### config.mk
export PLATFORM = sky130hd
export DESIGN_NAME = sar_seq
export DESIGN_NICKNAME = d
export VERILOG_FILES = /design/src/rtl/sar_seq_pkg.sv /design/src/rtl/sar_seq_ctrl.sv /design/src/rtl/sar_seq_search.sv /design/src/rtl/sar_seq_shift.sv /design/src/rtl/sar_seq.sv
export SDC_FILE = /design/constraint.sdc
export NUM_CORES = 1
export LEC_CHECK = 0
export BUFFER_PORTS_ARGS = -buffer_cell sky130_fd_sc_hd__buf_2
export CAP_MARGIN = 20
export CORE_MARGIN = 5
export CORE_UTILIZATION = 50
export CTS_CLUSTER_DIAMETER = 60
export DETAILED_ROUTE_END_ITERATION = 6
export PLACE_DENSITY = 0.69
export SLEW_MARGIN = 0
export SYNTH_ARGS = -nofsm -noshare
export SYNTH_HDL_FRONTEND = slang
export SYNTH_HIERARCHICAL = 1
export SYNTH_SLANG_ARGS = --single-unit
### constraint.sdc
create_clock -name clk_i -period 4.8 [get_ports clk_i]
set_input_delay 0.96 -clock clk_i [delete_from_list [all_inputs] [get_ports clk_i]]
set_output_delay 0.96 -clock clk_i [all_outputs]
set_load 0.005 [all_outputs]
### src/rtl/sar_seq_pkg.sv
`timescale 1ns/1ps
package sar_seq_pkg;
  typedef enum logic [1:0] {
    ST_PDOWN = 2'd0,
    ST_WAKE  = 2'd1,
    ST_IDLE  = 2'd2,
    ST_CONV  = 2'd3
  } seq_state_e;
endpackage

### src/rtl/sar_seq_ctrl.sv
`timescale 1ns/1ps
module sar_seq_ctrl
  import sar_seq_pkg::*;
#(
  parameter int unsigned W        = 10,
  parameter int unsigned WAKE_CYC = 375
) (
  input  logic       clk_i,
  input  logic       rst_ni,
  input  logic       cnv_n_i,
  output seq_state_e state_o,
  output logic       clr_o,
  output logic       load_o,
  output logic       step_o,
  output logic       cnv_rise_o
);
  localparam int unsigned CW  = $clog2(W + 1);
  localparam int unsigned WCW = $clog2(WAKE_CYC + 1);

  seq_state_e     state_q;
  logic [CW-1:0]  cnt_q;
  logic [WCW-1:0] wcnt_q;
  logic           cnv_q;
  logic           fall_w, rise_w;

  assign fall_w = cnv_q & ~cnv_n_i;
  assign rise_w = ~cnv_q & cnv_n_i;

  always_ff @(posedge clk_i or negedge rst_ni) begin
    if (!rst_ni) begin
      state_q <= ST_PDOWN;
      cnt_q   <= '0;
      wcnt_q  <= '0;
      cnv_q   <= 1'b1;
    end else begin
      cnv_q <= cnv_n_i;
      unique case (state_q)
        ST_PDOWN: if (rise_w) begin
          state_q <= ST_WAKE;
          wcnt_q  <= '0;
        end
        ST_WAKE: begin
          if (wcnt_q == WCW'(WAKE_CYC - 1)) state_q <= ST_IDLE;
          else                              wcnt_q  <= wcnt_q + 1'b1;
        end
        ST_IDLE: if (fall_w) begin
          state_q <= ST_CONV;
          cnt_q   <= '0;
        end
        ST_CONV: begin
          // start level at the last decision selects sleep or stay awake
          if (cnt_q == CW'(W)) state_q <= cnv_n_i ? ST_IDLE : ST_PDOWN;
          else                 cnt_q   <= cnt_q + 1'b1;
        end
        default: state_q <= ST_PDOWN;
      endcase
    end
  end

  assign state_o    = state_q;
  assign clr_o      = (state_q == ST_IDLE) && fall_w;
  assign load_o     = (state_q == ST_CONV) && (cnt_q == '0);
  assign step_o     = (state_q == ST_CONV) && (cnt_q != '0);
  assign cnv_rise_o = rise_w;
endmodule

### src/rtl/sar_seq_search.sv
`timescale 1ns/1ps
module sar_seq_search #(
  parameter int unsigned W = 10
) (
  input  logic         clk_i,
  input  logic         rst_ni,
  input  logic         clr_i,
  input  logic         load_i,
  input  logic         step_i,
  input  logic         cmp_i,
  output logic [W-1:0] result_o,
  output logic [W-1:0] trial_o
);
  logic [W-1:0] sar_q, mask_q;

  always_ff @(posedge clk_i or negedge rst_ni) begin
    if (!rst_ni) begin
      sar_q  <= '0;
      mask_q <= '0;
    end else if (clr_i) begin
      sar_q  <= '0;
      mask_q <= '0;
    end else if (load_i) begin
      mask_q <= {1'b1, {(W-1){1'b0}}};
    end else if (step_i) begin
      if (cmp_i) sar_q <= sar_q | mask_q;
      mask_q <= mask_q >> 1;
    end
  end

  assign result_o = sar_q;
  assign trial_o  = sar_q | mask_q;
endmodule

### src/rtl/sar_seq_shift.sv
`timescale 1ns/1ps
module sar_seq_shift #(
  parameter int unsigned W = 10
) (
  input  logic         clk_i,
  input  logic         rst_ni,
  input  logic         sclk_i,
  input  logic         open_i,
  input  logic         busy_i,
  input  logic [W-1:0] result_i,
  output logic         dout_o,
  output logic         dout_en_o
);
  localparam int unsigned PW = $clog2(W + 1);

  logic          sclk_q, en_q;
  logic [PW-1:0] ptr_q;
  logic [W:0]    sel_w;
  logic          srise_w, sfall_w, act_w;

  assign srise_w = sclk_i & ~sclk_q;
  assign sfall_w = ~sclk_i & sclk_q;
  assign act_w   = en_q & ~busy_i;

  always_ff @(posedge clk_i or negedge rst_ni) begin
    if (!rst_ni) begin
      sclk_q <= 1'b0;
      en_q   <= 1'b0;
      ptr_q  <= '0;
    end else begin
      sclk_q <= sclk_i;
      if (open_i) begin
        en_q  <= 1'b1;
        ptr_q <= '0;
      end else if (act_w) begin
        if (srise_w && ptr_q != PW'(W)) ptr_q <= ptr_q + 1'b1;
        else if (sfall_w && ptr_q == PW'(W)) begin
          en_q  <= 1'b0;
          ptr_q <= '0;
        end
      end
    end
  end

  // one-hot selector: ptr 0 points above the MSB, i.e. no bit yet
  assign sel_w     = {1'b1, {W{1'b0}}} >> ptr_q;
  assign dout_o    = act_w & |(sel_w[W-1:0] & result_i);
  assign dout_en_o = act_w;
endmodule

### src/rtl/sar_seq.sv
`timescale 1ns/1ps
module sar_seq
  import sar_seq_pkg::*;
#(
  parameter int unsigned W             = 10,
  parameter int unsigned CLK_PERIOD_PS = 4000,
  parameter int unsigned WAKE_NS       = 1500
) (
  input  logic         clk_i,
  input  logic         rst_ni,
  input  logic         cnv_n_i,
  input  logic         cmp_i,
  input  logic         sclk_i,
  output logic [W-1:0] dac_code_o,
  output logic         hold_o,
  output logic         busy_o,
  output logic         pwr_dn_o,
  output logic         dout_o,
  output logic         dout_en_o
);
  localparam int unsigned WAKE_RAW = (WAKE_NS * 1000 + CLK_PERIOD_PS - 1) / CLK_PERIOD_PS;
  localparam int unsigned WAKE_CYC = (WAKE_RAW == 0) ? 1 : WAKE_RAW;

  seq_state_e   state_w;
  logic         clr_w, load_w, step_w, rise_w, busy_w;
  logic [W-1:0] result_w;

  sar_seq_ctrl #(.W(W), .WAKE_CYC(WAKE_CYC)) u_ctrl (
    .clk_i      (clk_i),
    .rst_ni     (rst_ni),
    .cnv_n_i    (cnv_n_i),
    .state_o    (state_w),
    .clr_o      (clr_w),
    .load_o     (load_w),
    .step_o     (step_w),
    .cnv_rise_o (rise_w)
  );

  sar_seq_search #(.W(W)) u_search (
    .clk_i    (clk_i),
    .rst_ni   (rst_ni),
    .clr_i    (clr_w),
    .load_i   (load_w),
    .step_i   (step_w),
    .cmp_i    (cmp_i),
    .result_o (result_w),
    .trial_o  (dac_code_o)
  );

  assign busy_w = (state_w == ST_CONV);

  sar_seq_shift #(.W(W)) u_shift (
    .clk_i     (clk_i),
    .rst_ni    (rst_ni),
    .sclk_i    (sclk_i),
    .open_i    (rise_w),
    .busy_i    (busy_w),
    .result_i  (result_w),
    .dout_o    (dout_o),
    .dout_en_o (dout_en_o)
  );

  assign busy_o   = busy_w;
  assign hold_o   = busy_w;
  assign pwr_dn_o = (state_w == ST_PDOWN);
endmodule

## Yosys cells after proc, flatten, opt, wreduce, memory -nomap -nowiden

Cells that the tools add are included.

| operators by class | value |
|---|---|
| add/sub/neg operators | 3 |
| shifts and indexed selects | 1 |
| bitwise logic cells | 13 |
| mux-type cells | 27 |
| reduce and logical (&&, ||, !) cells | 23 |
| equal/unequal tests | 15 |

Operators with widths:

| operator | count |
|---|---|
| $mux W10 | 7 |
| $mux W4 | 6 |
| $mux W9 | 2 |
| $pmux W9 S2 | 1 |
| $reduce_and A3 Y1 | 4 |
| $reduce_bool A2 Y1 | 6 |
| $shr A11 B4 Y10 const A | 1 |
| $and A10 B10 Y10 | 1 |
| $mux W2 | 5 |
| $ne A2 B2 Y1 const B | 5 |
| $or A10 B10 Y10 | 1 |
| $reduce_or A10 Y1 | 1 |
| $add A9 B1 Y9 const B | 1 |
| $eq A9 B9 Y1 const B | 1 |
| $add A4 B1 Y4 const B | 2 |
| $eq A4 B4 Y1 const B | 2 |
| $pmux W2 S4 | 1 |
| $pmux W4 S2 | 1 |
| $and A1 B1 Y1 | 6 |
| $ne A2 B1 Y1 const B | 3 |
| $reduce_bool A3 Y1 | 2 |
| $logic_and A1 B1 Y1 | 5 |
| $not A1 Y1 | 5 |
| $eq A2 B2 Y1 const B | 2 |
| other kinds (8) | 11 |

| word-level totals | value |
|---|---|
| register bits after elaboration | 42 |
| output and inout port bits | 15 |
| logic and storage cells | 91 |
| input port bits | 5 |

## Logic depth before layout (Yosys ltp)

| depth | value |
|---|---|
| depth after elaboration | 7 |
| depth in mapped cells | 7 |
| mapped depth without buffers | 6 |

## By module

Netlist, hierarchy kept.

By module, submodules not included:

| module | sequential area each (µm²) | cells each | instances | area an instance (µm²) |
|---|---|---|---|---|
| sar_seq_ctrl | 401.6 | 99 | 1 | 937.1 |
| sar_seq_search | 500.5 | 87 | 1 | 925.9 |
| sar_seq_shift | 150.1 | 52 | 1 | 485.5 |
| sar_seq | 0.0 | 3 | 1 | 17.5 |

## Least setup slack after synthesis

No wires, ideal clock.

| path | value |
|---|---|
| kind | register to output |
| start point | register u_shift.ptr_q[0] |
| end point | output port dout_o |
| data required time | 3,840 ps |
| slack | 2,471 ps |
| arrival time | 1,369 ps |
| path buffers | 0 |
| stages on the path, launching flop included | 6 |
| path through | dfrtp_1 -> inv_1 -> ha_1 -> a222oi_1 -> or3b_2 -> a21oi_1 |

| on the way | value |
|---|---|
| longest elaborated chain between the ends | 4 |

Ends and longest elaborated chain:

| item | line | text |
|---|---|---|
| start, declared | sar_seq_shift.sv:17 | `logic [PW-1:0] ptr_q;` |
| start signal, assigned | sar_seq_shift.sv:36 | `if (srise_w && ptr_q != PW'(W)) ptr_q <= ptr_q + 1'b1;` |
| $shr A11 B4 Y10 | sar_seq_shift.sv:46 | `assign sel_w = {1'b1, {W{1'b0}}} >> ptr_q;` |
| $and A10 B10 Y10 | sar_seq_shift.sv:47 | `assign dout_o = act_w & \|(sel_w[W-1:0] & result_i);` |
| $reduce_or A10 Y1 | sar_seq_shift.sv:47 |  |
| $and A1 B1 Y1 | sar_seq_shift.sv:47 |  |
| end, declared | sar_seq.sv:18 | `output logic dout_o,` |

No other way between the ends.

## Worst setup path after layout

Ends and elaborated chain as after synthesis.

==> qor.txt <==
RUN STATUS
----------------------------------------------------------------------------------------------------
Run status                                                                                 completed

STA
----------------------------------------------------------------------------------------------------
Final Hold Fails                                                                                   0
RSZ-0062 raised after global routing                                                              no
Period utilisation layout                                                                      59.0%
Worst setup margin                                                                           1.97 ns
Final Max Tran Viols                                                                               0
Clk_skew                                                                                  0.00513 ns
Min Tclk post-route                                                                          2.83 ns
Total negative slack                                                                            0 ns
Highest attainable clock frequency                                                         0.353 GHz
Finish-stage setup viols                                                                           0
Transition time at the pin with the least slew margin                                       0.956 ns
Max transition margin                                                                          36.3%

YOSYS
----------------------------------------------------------------------------------------------------
Netlist area before placement                                                             2370 sq um
Number of synthesis warnings                                                                       6
Async S/R FF share, synth                                                                       100%
Synthesized netlist net count                                                                    257
Most used DFF post-synth                                                                sky130_fd_sc_hd__dfrtp_1
Yosys top cell area share                                                                      43.4%
Synth unique cells                                                                                51
Average instance area after synthesis                                                     9.82 sq um
Number of synthesized flops with an enable pin                                                     0
Seq/Total Area, Yosys                                                                          44.5%
FF+latch count, synth                                                                             42
Synth area leader                                                                       sky130_fd_sc_hd__dfrtp_1
Leading cell types by total area after synthesis                                        sky130_fd_sc_hd__dfrtp_1 43%, sky130_fd_sc_hd__ha_1 5.8%, sky130_fd_sc_hd__mux2i_1 5.1%
Instance count of the mapped netlist                                                             241

SETUP PATH
----------------------------------------------------------------------------------------------------
Setup crit start                                                                        u_shift/ptr_q[0]$_DFFE_PN0P_
Sort of element at the start of the critical path                                          flip-flop
Worst path cell trace                                                                   inv_1 > ha_1 > a222oi_1 > or3b_2 > a21oi_1 > buf_2
Critical path data arrival time                                                              1.87 ns
Required time at the worst-slack endpoint                                                    3.84 ns
Cell at the slowest stage of the critical path                                          sky130_fd_sc_hd__or3b_2
Kind of end point of the critical path                                                  primary output
R2R Setup Slk                                                                                2.80 ns
Critical path's largest stage delay                                                          0.44 ns
Worst reg2reg startpoint                                                                u_ctrl/state_o[0]$_DFFE_PN0P_
Crit path capture                                                                             dout_o
Endpoint of the worst-slack reg-to-reg timing path                                      u_shift/ptr_q[2]$_DFFE_PN0P_
Path depth of the worst reg2reg path                                                               5
CP max FO                                                                                          5
WS Path Type                                                                              reg -> out

CELLS AND AREA
----------------------------------------------------------------------------------------------------
# diodes                                                                                           0
Proportion of layout cells with a drive suffix above 1                                         20.3%
Syn-to-layout area delta                                                                       10.7%
Fin nets                                                                                         276
Most common cell after layout, fill and taps aside                                      sky130_fd_sc_hd__dfrtp_1
Filler Cells Inserted                                                                            433
Most frequent cells in the layout                                                       41 x sky130_fd_sc_hd__dfrtp_1, 24 x sky130_fd_sc_hd__nor2_1, 21 x sky130_fd_sc_hd__inv_1

DETAILED ROUTING
----------------------------------------------------------------------------------------------------
Total routed wirelength                                                                 4560 microns
DR vias/cell                                                                                    5.50
Initial detailed-routing violation count                                                         105
Count of nets left with antenna violations after detail routing                                    0
Total DRC errors in the routed layout                                                              0
Vias after detailed routing                                                                    1,732
Average wire per cell in the routed design                                              14.5 microns
Number of iterations in the first detailed-routing pass                                            4

PWR
----------------------------------------------------------------------------------------------------
P_leak                                                                                    0.00126 uW
Share of total power in sequential cells                                                       40.9%
Internal portion of total power                                                               954 uW
Pwr dens                                                                                 569 nW/um^2
Psw                                                                                           535 uW
Fraction of power spent switching nets                                                         35.9%
Portion of total power attributed to combinational logic                                       35.9%
Part of the total power dissipated in the clock network                                        23.2%
Highest ir drop seen on vdd                                                                 0.294 mV

HOLD PATH
----------------------------------------------------------------------------------------------------
Hold/Removal Path Class                                                                   reg -> reg

PLACEMENT
----------------------------------------------------------------------------------------------------
Worst setup slack before clock tree synthesis                                                2.30 ns
Global placer's final weighted congestion                                                      0.759
Port bufs                                                                                         19
Half-perimeter wire length after detailed placement                                     3160 microns

FLOW RUN
----------------------------------------------------------------------------------------------------
Max-cap violations                                                                                 0

GLOBAL ROUTE
----------------------------------------------------------------------------------------------------
Remaining Overflow, GRT                                                                            0
Overall Global Routing Usage                                                                   16.3%
Wire length of the first global-routing pass                                            8070 microns
Vias in the first global route                                                                 1,705
Largest net degree at the start of global routing                                                 43
Antenna violations before repair                                                                   0

FLOORPLAN
----------------------------------------------------------------------------------------------------
Site Rows                                                                                         25
Height of the chip                                                                      78.8 microns
Initial Util                                                                                   50.8%
Number of primary I/O pins                                                                        20
Die Outline Area                                                                          6210 sq um
Core Area                                                                                 4660 sq um
Chip width                                                                              78.8 microns

CTS
----------------------------------------------------------------------------------------------------
CTS hold repair buffers                                                                            0
Clock Tree Buf Depth                                                                               2
Post-CTS resize count                                                                              0
Sinks on Clock Net                                                                                42
CTS H-Tree Depth                                                                                   2
Clock tree from TritonCTS                                                                       done
Clock-pin slew reported for the worst setup and hold paths after clock tree synthesis        0.08 ns
Post-CTS setup-driven buffer insertion count                                                       0
Number of buffers inserted during clock tree synthesis                                             5
Clock insertion delay at the later pin of the skew report                                    0.29 ns
Clock root cell                                                                         sky130_fd_sc_hd__clkbuf_8

-- synth_stat cells, types with 2 or more instances --
cell type	instances
sky130_fd_sc_hd__a22o_1	4
sky130_fd_sc_hd__nor2b_1	2
sky130_fd_sc_hd__o21ai_0	2
sky130_fd_sc_hd__nor3_1	3
sky130_fd_sc_hd__or3_1	2
sky130_fd_sc_hd__and3_1	3
sky130_fd_sc_hd__or2_2	10
sky130_fd_sc_hd__nand2_1	12
sky130_fd_sc_hd__a22oi_1	2
sky130_fd_sc_hd__a21oi_1	6
sky130_fd_sc_hd__a222oi_1	2
sky130_fd_sc_hd__o22ai_1	10
sky130_fd_sc_hd__o21ai_1	7
sky130_fd_sc_hd__buf_6	2
sky130_fd_sc_hd__ha_1	11
sky130_fd_sc_hd__dfrtp_1	41
sky130_fd_sc_hd__nand3_1	9
sky130_fd_sc_hd__nor2_1	24
sky130_fd_sc_hd__buf_2	3
sky130_fd_sc_hd__buf_4	3
sky130_fd_sc_hd__inv_1	21
sky130_fd_sc_hd__nand2b_1	17
sky130_fd_sc_hd__mux2_1	2
sky130_fd_sc_hd__mux2i_1	12
sky130_fd_sc_hd__a21oi_2	2
sky130_fd_sc_hd__a31oi_1	4
-- power by group through the flow --
stage,Combinational [uW],Clock [uW],Sequential [uW]
floorplan,429,0,557
global placement,524,0,614
detailed placement,536,0,617
CTS,539,355,611
global route,609,372,634
finish,534,346,610
-- worst min-delay path by stage --
stage,startpoint,depth (start not counted),end
2_1_floorplan,u_ctrl/wcnt_q[8]$_DFFE_PN0P_,1,u_ctrl/wcnt_q[8]$_DFFE_PN0P_
3_3_place_gp,u_shift/en_q$_DFFE_PN0P_,1,u_shift/en_q$_DFFE_PN0P_
3_5_place_dp,u_ctrl/wcnt_q[8]$_DFFE_PN0P_,1,u_ctrl/wcnt_q[8]$_DFFE_PN0P_
4_1_cts,u_ctrl/wcnt_q[8]$_DFFE_PN0P_,1,u_ctrl/wcnt_q[8]$_DFFE_PN0P_
5_1_grt,u_shift/en_q$_DFFE_PN0P_,1,u_shift/en_q$_DFFE_PN0P_
6_report,u_ctrl/wcnt_q[8]$_DFFE_PN0P_,1,u_ctrl/wcnt_q[8]$_DFFE_PN0P_
-- sequential cells by signal, summed over array words and instances, names as in the netlist --
name	flops
u_search/mask_q	10
u_search/result_o	10
u_ctrl/wcnt_q	9
u_ctrl/cnt_q	4
u_shift/ptr_q	4
u_ctrl/state_o	2
u_ctrl/cnv_q	1
u_shift/en_q	1
u_shift/sclk_q	1
-- metal layers --
metal  wire length (microns)  vias to the layer above  part of all wire [%]  global-route usage, %
met1                    2240                      834                    49                   21.7
met5                       0                        -                     0                      0
met3                     161                        6                   3.5                   4.20
li1                        -                      870                     -                      -
met2                    2100                       22                    46                   26.4
met4                      52                        0                   1.1                   4.72
-- worst max-delay path, delay by kind of cell (launching register included) --
family / cells / cell delay, ns
AND/OR/NAND/NOR: 1 / 0.44
flip-flops: 1 / 0.43
buffers and inverters: 2 / 0.25
AO/OA/AOI/OAI: 2 / 0.23
adder cells (fa/ha/maj): 1 / 0.22
-- final cells by class --
type | instances | area (sq um) | area share (%)
clock inverter | 2 | 60.1 | 2.29
timing repair buffer | 20 | 103 | 3.92
multi-input combinational | 170 | 1170 | 44.9
sequential | 42 | 1050 | 40.2
tap | 54 | 67.6 | 2.58
inverter | 21 | 78.8 | 3.01
clock buffer | 6 | 82.6 | 3.15
-- metrics by stage --
step / total power [uW] / instance area (sq um) / utilization [%] / hold slack, ns / instances
6_report: 1490 / 2620 / 56.2 / 0.483 / 315
4_1_cts: 1500 / 2620 / 56.2 / 0.484 / 315
3_5_place_dp: 1150 / 2480 / 53.1 / 0.467 / 307
3_3_place_gp: 1140 / 2480 / 53.1 / 0.462 / 307
5_1_grt: 1620 / 2620 / 56.2 / 0.506 / 315
2_1_floorplan: 986 / 2370 / - / 0.441 / 241
-- cell families after synthesis --
kind of cell    share of synthesized area [%]
simple gates                             23.6
compound gates                           14.2
flops                                    44.5
buf+inv                                  5.87
mux                                      6.03
fa+ha+maj                                5.82
No activity file was read; power rests on OpenSTA's default activity.
